[config.mk]
export PLATFORM = sky130hd
export DESIGN_NAME = spdif_serializer
export DESIGN_NICKNAME = d
export VERILOG_FILES = /design/src/rtl/spdtx_pkg.sv /design/src/rtl/spdtx_frame_seq.sv /design/src/rtl/spdtx_slot_mux.sv /design/src/rtl/spdtx_bmc_enc.sv /design/src/rtl/spdif_serializer.sv
export SDC_FILE = /design/constraint.sdc
export NUM_CORES = 1
export LEC_CHECK = 0
export BUFFER_PORTS_ARGS = -buffer_cell sky130_fd_sc_hd__buf_2
export CORE_MARGIN = 8
export CORE_UTILIZATION = 41
export DETAILED_ROUTE_END_ITERATION = 8
export SLEW_MARGIN = 20
export SYNTH_ARGS = -nofsm -noshare
export SYNTH_HDL_FRONTEND = slang
export SYNTH_SLANG_ARGS = --single-unit
export TNS_END_PERCENT = 30
[constraint.sdc]
create_clock -name clk -period 3 [get_ports clk]
set_clock_uncertainty 0.2 [all_clocks]
set_input_delay 0 -clock clk [delete_from_list [all_inputs] [get_ports clk]]
set_output_delay 0 -clock clk [all_outputs]
set_load 0.05 [all_outputs]
[src/rtl/spdtx_pkg.sv]
package spdtx_pkg;

   // position of the next half-cell to be placed on the line
   typedef struct packed {
      logic       sub;    // 0 = left subframe, 1 = right subframe
      logic [4:0] slot;   // slot within the subframe
      logic       half;   // 0 = first half of the slot
   } cell_pos_t;

   typedef enum logic [1:0] {
      SYNC_BLOCK = 2'd0,
      SYNC_LEFT  = 2'd1,
      SYNC_RIGHT = 2'd2
   } sync_kind_e;

   localparam int SLOTS_PER_SUB = 32;
   localparam int SYNC_SLOTS    = 4;
   localparam int FLAG_V_SLOT   = 28;
   localparam int FLAG_U_SLOT   = 29;
   localparam int FLAG_C_SLOT   = 30;
   localparam int FLAG_P_SLOT   = 31;

   function automatic logic [7:0] sync_pattern(input sync_kind_e k);
      case (k)
         SYNC_BLOCK: sync_pattern = 8'b1110_1000;
         SYNC_LEFT:  sync_pattern = 8'b1110_0010;
         default:    sync_pattern = 8'b1110_0100;
      endcase
   endfunction

endpackage

[src/rtl/spdtx_frame_seq.sv]
module spdtx_frame_seq
   import spdtx_pkg::*;
#(
   parameter int BLOCK_FRAMES = 32,
   parameter int USER_PERIOD  = 98,
   localparam int FW = (BLOCK_FRAMES > 1) ? $clog2(BLOCK_FRAMES) : 1,
   localparam int UW = (USER_PERIOD > 1) ? $clog2(USER_PERIOD) : 1
) (
   input  logic          clk,
   input  logic          rst_n,
   input  logic          half_en,
   input  logic          smp_valid,
   output cell_pos_t     pos,
   output logic          boundary,
   output logic          emit,
   output logic          take,
   output logic          stop,
   output logic [FW-1:0] frame_idx,
   output logic [UW-1:0] user_idx,
   output sync_kind_e    sync_sel
);

   cell_pos_t pos_q, pos_n;
   logic      frame_end;

   assign pos       = pos_q;
   assign boundary  = (pos_q == '0);
   assign take      = half_en & boundary & smp_valid;
   assign stop      = half_en & boundary & ~smp_valid;
   assign emit      = half_en & (~boundary | smp_valid);
   assign frame_end = pos_q.sub & (pos_q.slot == 5'd31) & pos_q.half;

   always_comb begin
      pos_n = pos_q;
      if (pos_q.half) begin
         pos_n.half = 1'b0;
         if (pos_q.slot == 5'd31) begin
            pos_n.slot = 5'd0;
            pos_n.sub  = ~pos_q.sub;
         end else begin
            pos_n.slot = pos_q.slot + 5'd1;
         end
      end else begin
         pos_n.half = 1'b1;
      end
   end

   always_ff @(posedge clk or negedge rst_n) begin
      if (!rst_n)    pos_q <= '0;
      else if (emit) pos_q <= pos_n;
   end

   // block position
   generate
      if (BLOCK_FRAMES > 1) begin : g_block_cnt
         logic [FW-1:0] frm_q;
         always_ff @(posedge clk or negedge rst_n) begin
            if (!rst_n)                 frm_q <= '0;
            else if (stop)              frm_q <= '0;
            else if (emit && frame_end) frm_q <= (frm_q == FW'(BLOCK_FRAMES - 1)) ? '0 : frm_q + 1'b1;
         end
         assign frame_idx = frm_q;
      end else begin : g_block_one
         assign frame_idx = '0;
      end
   endgenerate

   // user-data cycle position
   generate
      if (USER_PERIOD > 1) begin : g_user_cnt
         logic [UW-1:0] usr_q;
         always_ff @(posedge clk or negedge rst_n) begin
            if (!rst_n)                 usr_q <= '0;
            else if (stop)              usr_q <= '0;
            else if (emit && frame_end) usr_q <= (usr_q == UW'(USER_PERIOD - 1)) ? '0 : usr_q + 1'b1;
         end
         assign user_idx = usr_q;
      end else begin : g_user_one
         assign user_idx = '0;
      end
   endgenerate

   always_comb begin
      if (pos_q.sub)              sync_sel = SYNC_RIGHT;
      else if (frame_idx == '0)   sync_sel = SYNC_BLOCK;
      else                        sync_sel = SYNC_LEFT;
   end

endmodule

[src/rtl/spdtx_slot_mux.sv]
module spdtx_slot_mux
   import spdtx_pkg::*;
#(
   parameter int                      SAMPLE_W      = 16,
   parameter int                      BLOCK_FRAMES  = 32,
   parameter int                      USER_PERIOD   = 98,
   parameter int                      USER_ONE_FROM = 2,
   parameter logic [BLOCK_FRAMES-1:0] CS_PATTERN    = 'hA,
   localparam int FW     = (BLOCK_FRAMES > 1) ? $clog2(BLOCK_FRAMES) : 1,
   localparam int UW     = (USER_PERIOD > 1) ? $clog2(USER_PERIOD) : 1,
   localparam int AUD_LO = FLAG_V_SLOT - SAMPLE_W
) (
   input  logic                clk,
   input  logic                rst_n,
   input  logic                emit,
   input  logic                take,
   input  logic [SAMPLE_W-1:0] in_left,
   input  logic [SAMPLE_W-1:0] in_right,
   input  cell_pos_t           pos,
   input  logic [FW-1:0]       frame_idx,
   input  logic [UW-1:0]       user_idx,
   output logic                cell_bit
);

   logic [SAMPLE_W-1:0] left_q, right_q, smp_cur;
   logic [31:0]         slot_vec;
   logic                usr_bit, cs_bit, par_q;

   always_ff @(posedge clk or negedge rst_n) begin
      if (!rst_n) begin
         left_q  <= '0;
         right_q <= '0;
      end else if (take) begin
         left_q  <= in_left;
         right_q <= in_right;
      end
   end

   assign smp_cur = pos.sub ? right_q : left_q;

   generate
      if (USER_PERIOD > USER_ONE_FROM) begin : g_user_on
         assign usr_bit = ~pos.sub & (user_idx >= UW'(USER_ONE_FROM));
      end else begin : g_user_off
         logic unused_u;
         assign unused_u = ^user_idx;
         assign usr_bit  = 1'b0;
      end
   endgenerate

   assign cs_bit = CS_PATTERN[frame_idx];

   // bit carried by each slot of the current subframe
   generate
      for (genvar s = 0; s < SLOTS_PER_SUB; s++) begin : g_slot
         if (s < AUD_LO) begin : g_zero
            assign slot_vec[s] = 1'b0;
         end else if (s < FLAG_V_SLOT) begin : g_aud
            assign slot_vec[s] = smp_cur[s - AUD_LO];
         end else if (s == FLAG_V_SLOT) begin : g_v
            assign slot_vec[s] = 1'b0;
         end else if (s == FLAG_U_SLOT) begin : g_u
            assign slot_vec[s] = usr_bit;
         end else if (s == FLAG_C_SLOT) begin : g_c
            assign slot_vec[s] = cs_bit;
         end else begin : g_p
            assign slot_vec[s] = par_q;
         end
      end
   endgenerate

   assign cell_bit = slot_vec[pos.slot];

   // running parity over the coded slots before the parity slot
   always_ff @(posedge clk or negedge rst_n) begin
      if (!rst_n) begin
         par_q <= 1'b0;
      end else if (emit) begin
         if (pos.slot < 5'(SYNC_SLOTS))
            par_q <= 1'b0;
         else if (pos.half && (pos.slot != 5'(FLAG_P_SLOT)))
            par_q <= par_q ^ cell_bit;
      end
   end

endmodule

[src/rtl/spdtx_bmc_enc.sv]
module spdtx_bmc_enc
   import spdtx_pkg::*;
(
   input  logic       clk,
   input  logic       rst_n,
   input  logic       emit,
   input  logic       stop,
   input  cell_pos_t  pos,
   input  sync_kind_e sync_sel,
   input  logic       cell_bit,
   output logic       line
);

   logic       line_q;
   logic [7:0] pat;
   logic [2:0] pidx;

   assign pat  = sync_pattern(sync_sel);
   assign pidx = 3'd7 - {pos.slot[1:0], pos.half};

   always_ff @(posedge clk or negedge rst_n) begin
      if (!rst_n) begin
         line_q <= 1'b0;
      end else if (stop) begin
         line_q <= 1'b0;
      end else if (emit) begin
         if (pos.slot < 5'(SYNC_SLOTS))
            line_q <= pat[pidx];
         else if (!pos.half)
            line_q <= ~line_q;
         else if (cell_bit)
            line_q <= ~line_q;
      end
   end

   assign line = line_q;

endmodule

[src/rtl/spdif_serializer.sv]
module spdif_serializer
   import spdtx_pkg::*;
#(
   parameter int                      SAMPLE_W      = 16,
   parameter int                      BLOCK_FRAMES  = 32,
   parameter int                      USER_PERIOD   = 98,
   parameter int                      USER_ONE_FROM = 2,
   parameter logic [BLOCK_FRAMES-1:0] CS_PATTERN    = 'hA,
   localparam int FW = (BLOCK_FRAMES > 1) ? $clog2(BLOCK_FRAMES) : 1,
   localparam int UW = (USER_PERIOD > 1) ? $clog2(USER_PERIOD) : 1
) (
   input  logic                clk,
   input  logic                rst_n,
   input  logic                half_en,
   input  logic                smp_valid,
   output logic                smp_ready,
   input  logic [SAMPLE_W-1:0] smp_left,
   input  logic [SAMPLE_W-1:0] smp_right,
   output logic                line_out
);

   generate
      if (SAMPLE_W < 16 || SAMPLE_W > 24) begin : g_bad_width
         $error("SAMPLE_W must lie in 16..24");
      end
      if (BLOCK_FRAMES < 1 || BLOCK_FRAMES > 256) begin : g_bad_block
         $error("BLOCK_FRAMES must lie in 1..256");
      end
      if (USER_PERIOD < 1) begin : g_bad_user
         $error("USER_PERIOD must be at least 1");
      end
   endgenerate

   cell_pos_t     cpos;
   logic          boundary, emit, take, stop, cell_bit;
   logic [FW-1:0] frame_idx;
   logic [UW-1:0] user_idx;
   sync_kind_e    sync_sel;

   spdtx_frame_seq #(
      .BLOCK_FRAMES (BLOCK_FRAMES),
      .USER_PERIOD  (USER_PERIOD)
   ) u_seq (
      .clk       (clk),
      .rst_n     (rst_n),
      .half_en   (half_en),
      .smp_valid (smp_valid),
      .pos       (cpos),
      .boundary  (boundary),
      .emit      (emit),
      .take      (take),
      .stop      (stop),
      .frame_idx (frame_idx),
      .user_idx  (user_idx),
      .sync_sel  (sync_sel)
   );

   spdtx_slot_mux #(
      .SAMPLE_W      (SAMPLE_W),
      .BLOCK_FRAMES  (BLOCK_FRAMES),
      .USER_PERIOD   (USER_PERIOD),
      .USER_ONE_FROM (USER_ONE_FROM),
      .CS_PATTERN    (CS_PATTERN)
   ) u_mux (
      .clk       (clk),
      .rst_n     (rst_n),
      .emit      (emit),
      .take      (take),
      .in_left   (smp_left),
      .in_right  (smp_right),
      .pos       (cpos),
      .frame_idx (frame_idx),
      .user_idx  (user_idx),
      .cell_bit  (cell_bit)
   );

   spdtx_bmc_enc u_enc (
      .clk      (clk),
      .rst_n    (rst_n),
      .emit     (emit),
      .stop     (stop),
      .pos      (cpos),
      .sync_sel (sync_sel),
      .cell_bit (cell_bit),
      .line     (line_out)
   );

   assign smp_ready = half_en & boundary;

endmodule

==> run_results.csv <==
group,metric,value,unit
run_status,status,"completed",
finish,multi_input_area,1350,sq um
yosys,ys_ff_latch,53,
clock_tree,cts_max_level,2,
clock_tree,cts_tree,"done",
yosys,synth.net_count,294,
place,placed_area,3060,sq um
power_and_ir_drop,peakVddDrop,0.400,mV
run,drv_cap,0,
clock_tree,clock_latency,300,ps
finish,drive_gt1_frac,0.285,
global_route,antenna_found_initial,0,
timing,timing.fmax,0.407,GHz
floorplan,placementRows,30,
timing,final_hold_viol_count,0,
power_and_ir_drop,finalPower,2.49,mW
timing,postLayoutSetupSlackWorst,542,ps
yosys,ys_warn_count,0,
finish,layout_commonest_cell,"dfrtp_1",
routing,drc_errors,0,
floorplan,core-area,6720,sq um
floorplan,dieHeight,98.8,microns
yosys,synthArstFlopShare,1.00,
yosys,yosysSeqAreaShare,0.471,
setup_path,crit_type,"flip-flop to flip-flop",
routing,wl_per_cell,15.2,microns
setup_path,required,3030,ps
global_route,grt_pass1_vias,2319,
finish,final-seq-area,1330,sq um
setup_path,startpoint,"u_seq.pos[1]",
setup_path,worst-r2r-setup-slack,540,ps
power_and_ir_drop,power.density,707,nW/um^2
floorplan,die_w,98.8,microns
min_path,holdPathStages,3,
timing,period_needed,2460,ps
timing,slew_violations,0,
yosys,synthAdderAreaFrac,0.0356,
timing,rsz0062_at_grt,"no",
setup_path,crit_fanout,12,
setup_path,reg2regPathDepth,7,
min_path,min_from,"smp_valid",
floorplan,initial_utilization,0.419,
floorplan,die-area,9770,sq um
yosys,synth_xor_area_frac,0.0124,
routing,vias,2159,
clock_tree,cts_buffers,5,
timing,setup_viol,0,
place,port_buffers,37,
yosys,synth_cell_types,49,
finish,final_cell_mix,"dfrtp_1, buf_2, dlygate4sd3_1, mux2_2, nand2_1",
yosys,synth_compound_area_frac,0.112,
min_path,min_to,"u_seq.frame_idx[0]",
yosys,synth-main-ff-cell,"dfrtp_1",
yosys,synth_top_family_by_area,"multiplexers",
power_and_ir_drop,leakage,1.64,nW
place,post-dp-hpwl,4.38,mm
setup_path,cp-start-kind,"flip-flop",
yosys,synth_area,2810,sq um
global_route,grt_usage,0.136,
finish,syn_to_final_growth,24.9,%
yosys,synth_area_per_cell,11.3,sq um
yosys,synth-simple-area-share,0.120,
clock_tree,clk_path_buf_depth,2,
routing,viasPerCell,5.32,
finish,nets,369,
setup_path,rr_endpoint,"u_seq.frame_idx[3]",
timing,worstMarginPinSlew,685,ps
timing,period_share,0.819,
min_path,hold_class,"primary input to flip-flop",
routing,first_iter_violations,223,
floorplan,io_pins,38,
clock_tree,path_clk_slew,100,ps
global_route,grt_max_degree,33,
finish,stdcell_area,3510,sq um
clock_tree,clock_sinks,53,
global_route,grt_pass1_wl,10.9,mm
timing,tns,0,ps
clock_tree,root_buffer,"clkbuf_8",
global_route,grt_overflow,0,
timing,slew_headroom,0.543,
yosys,synth_edf_count,0,
setup_path,cp.arrival,2490,ps
routing,routed_wl,6.15,mm
yosys,synth.area.mux_share,0.199,
routing,ant_nets,0,
routing,firstDrtPassIters,4,
finish,antenna_cells,0,
finish,fill_cells,573,
clock_tree,cts_resized,0,
place,place_congestion,0.859,
setup_path,critPathCaptureType,"flip-flop",
yosys,synthCells,250,
setup_path,r2r-start,"u_seq.pos[1]",
place,place_ws,593,ps
## metal layers
metal	GRT usage	vias up	wire, microns
li1	-	1063	-
met1	0.174	1029	2830
met2	0.222	61	2910
met3	0.0282	6	345
met4	0.0472	0	68
met5	0	-	0
## report_power, final
part / internal [mW] / leakage, nW / switching (mW) / total (mW)
logic: 0.472 / 0.906 / 0.405 / 0.876
clock network: 0.192 / 0.0518 / 0.245 / 0.437
registers: 0.965 / 0.685 / 0.207 / 1.17
## sequential cells by signal, summed over array words and instances (netlist names)
name,count
u_mux.left_q,16
u_mux.right_q,16
u_seq.user_idx,7
u_seq.frame_idx,5
u_enc.line,1
u_mux.par_q,1
u_seq.pos,7
## area by class of cell
| class | count | share of cell area |
|---|---|---|
| Clock buffer | 6 | 0.0235 |
| Multi-Input combinational cell | 175 | 0.384 |
| Inverter | 9 | 0.00961 |
| Clock inverter | 2 | 0.00498 |
| Sequential cell | 53 | 0.377 |
| Tap cell | 80 | 0.0285 |
| Timing Repair Buffer | 81 | 0.172 |
## worst max-delay path, cell delays in order, from the launching register on
cell and delay (ps):
dfrtp_1 590, ha_1 260, and3_1 160, ha_1 230, nand4_1 130, buf_4 200, or4_1 460, a21oi_1 150
## repair_timing
item | CTS | global route
hold buffers | 35 | 0
endpoints found under the hold margin | 62 | 0
buffers inserted | 0 | 0
## synth_stat cells, drive strengths merged, types with 8 or more instances
library cell / number / share of area
o21ai: 11 / 0.020
nor2: 14 / 0.019
nand2: 18 / 0.024
nand3: 8 / 0.014
inv: 9 / 0.012
ha: 8 / 0.036
mux2: 36 / 0.14
nor3: 8 / 0.014
a21oi: 11 / 0.020
mux2i: 11 / 0.039
buf: 12 / 0.035
dfrtp: 53 / 0.47
## through the flow
step	instances	util	hold slack [ps]
6_report	406	0.523	2.41
4_1_cts	406	0.523	5.37
3_5_place_dp	363	0.456	-119
3_3_place_gp	363	0.456	-107
2_1_floorplan	250	-	-496
5_1_grt	406	0.523	38.3
## worst max path at each step
stage | to | cells past startpoint
6_report | u_seq.frame_idx[3] | 7
5_1_grt | u_seq.frame_idx[3] | 7
4_1_cts | u_seq.frame_idx[3] | 7
3_5_place_dp | u_seq.frame_idx[3] | 7
3_3_place_gp | u_enc.line | 6
2_1_floorplan | u_seq.user_idx[6] | 8
## cells by family (layout without fill, tap and decap cells)
family                   count (synthesis)  in the layout
flip-flops                              53             53
adder cells (fa/ha/maj)                  8              8
AO/OA/AOI/OAI                           46             46
buffers and inverters                   22             98
AND/OR/NAND/NOR                         68             68
multiplexers                            49             49
XOR/XNOR                                 4              4
(Power assumes the default switching activity.)
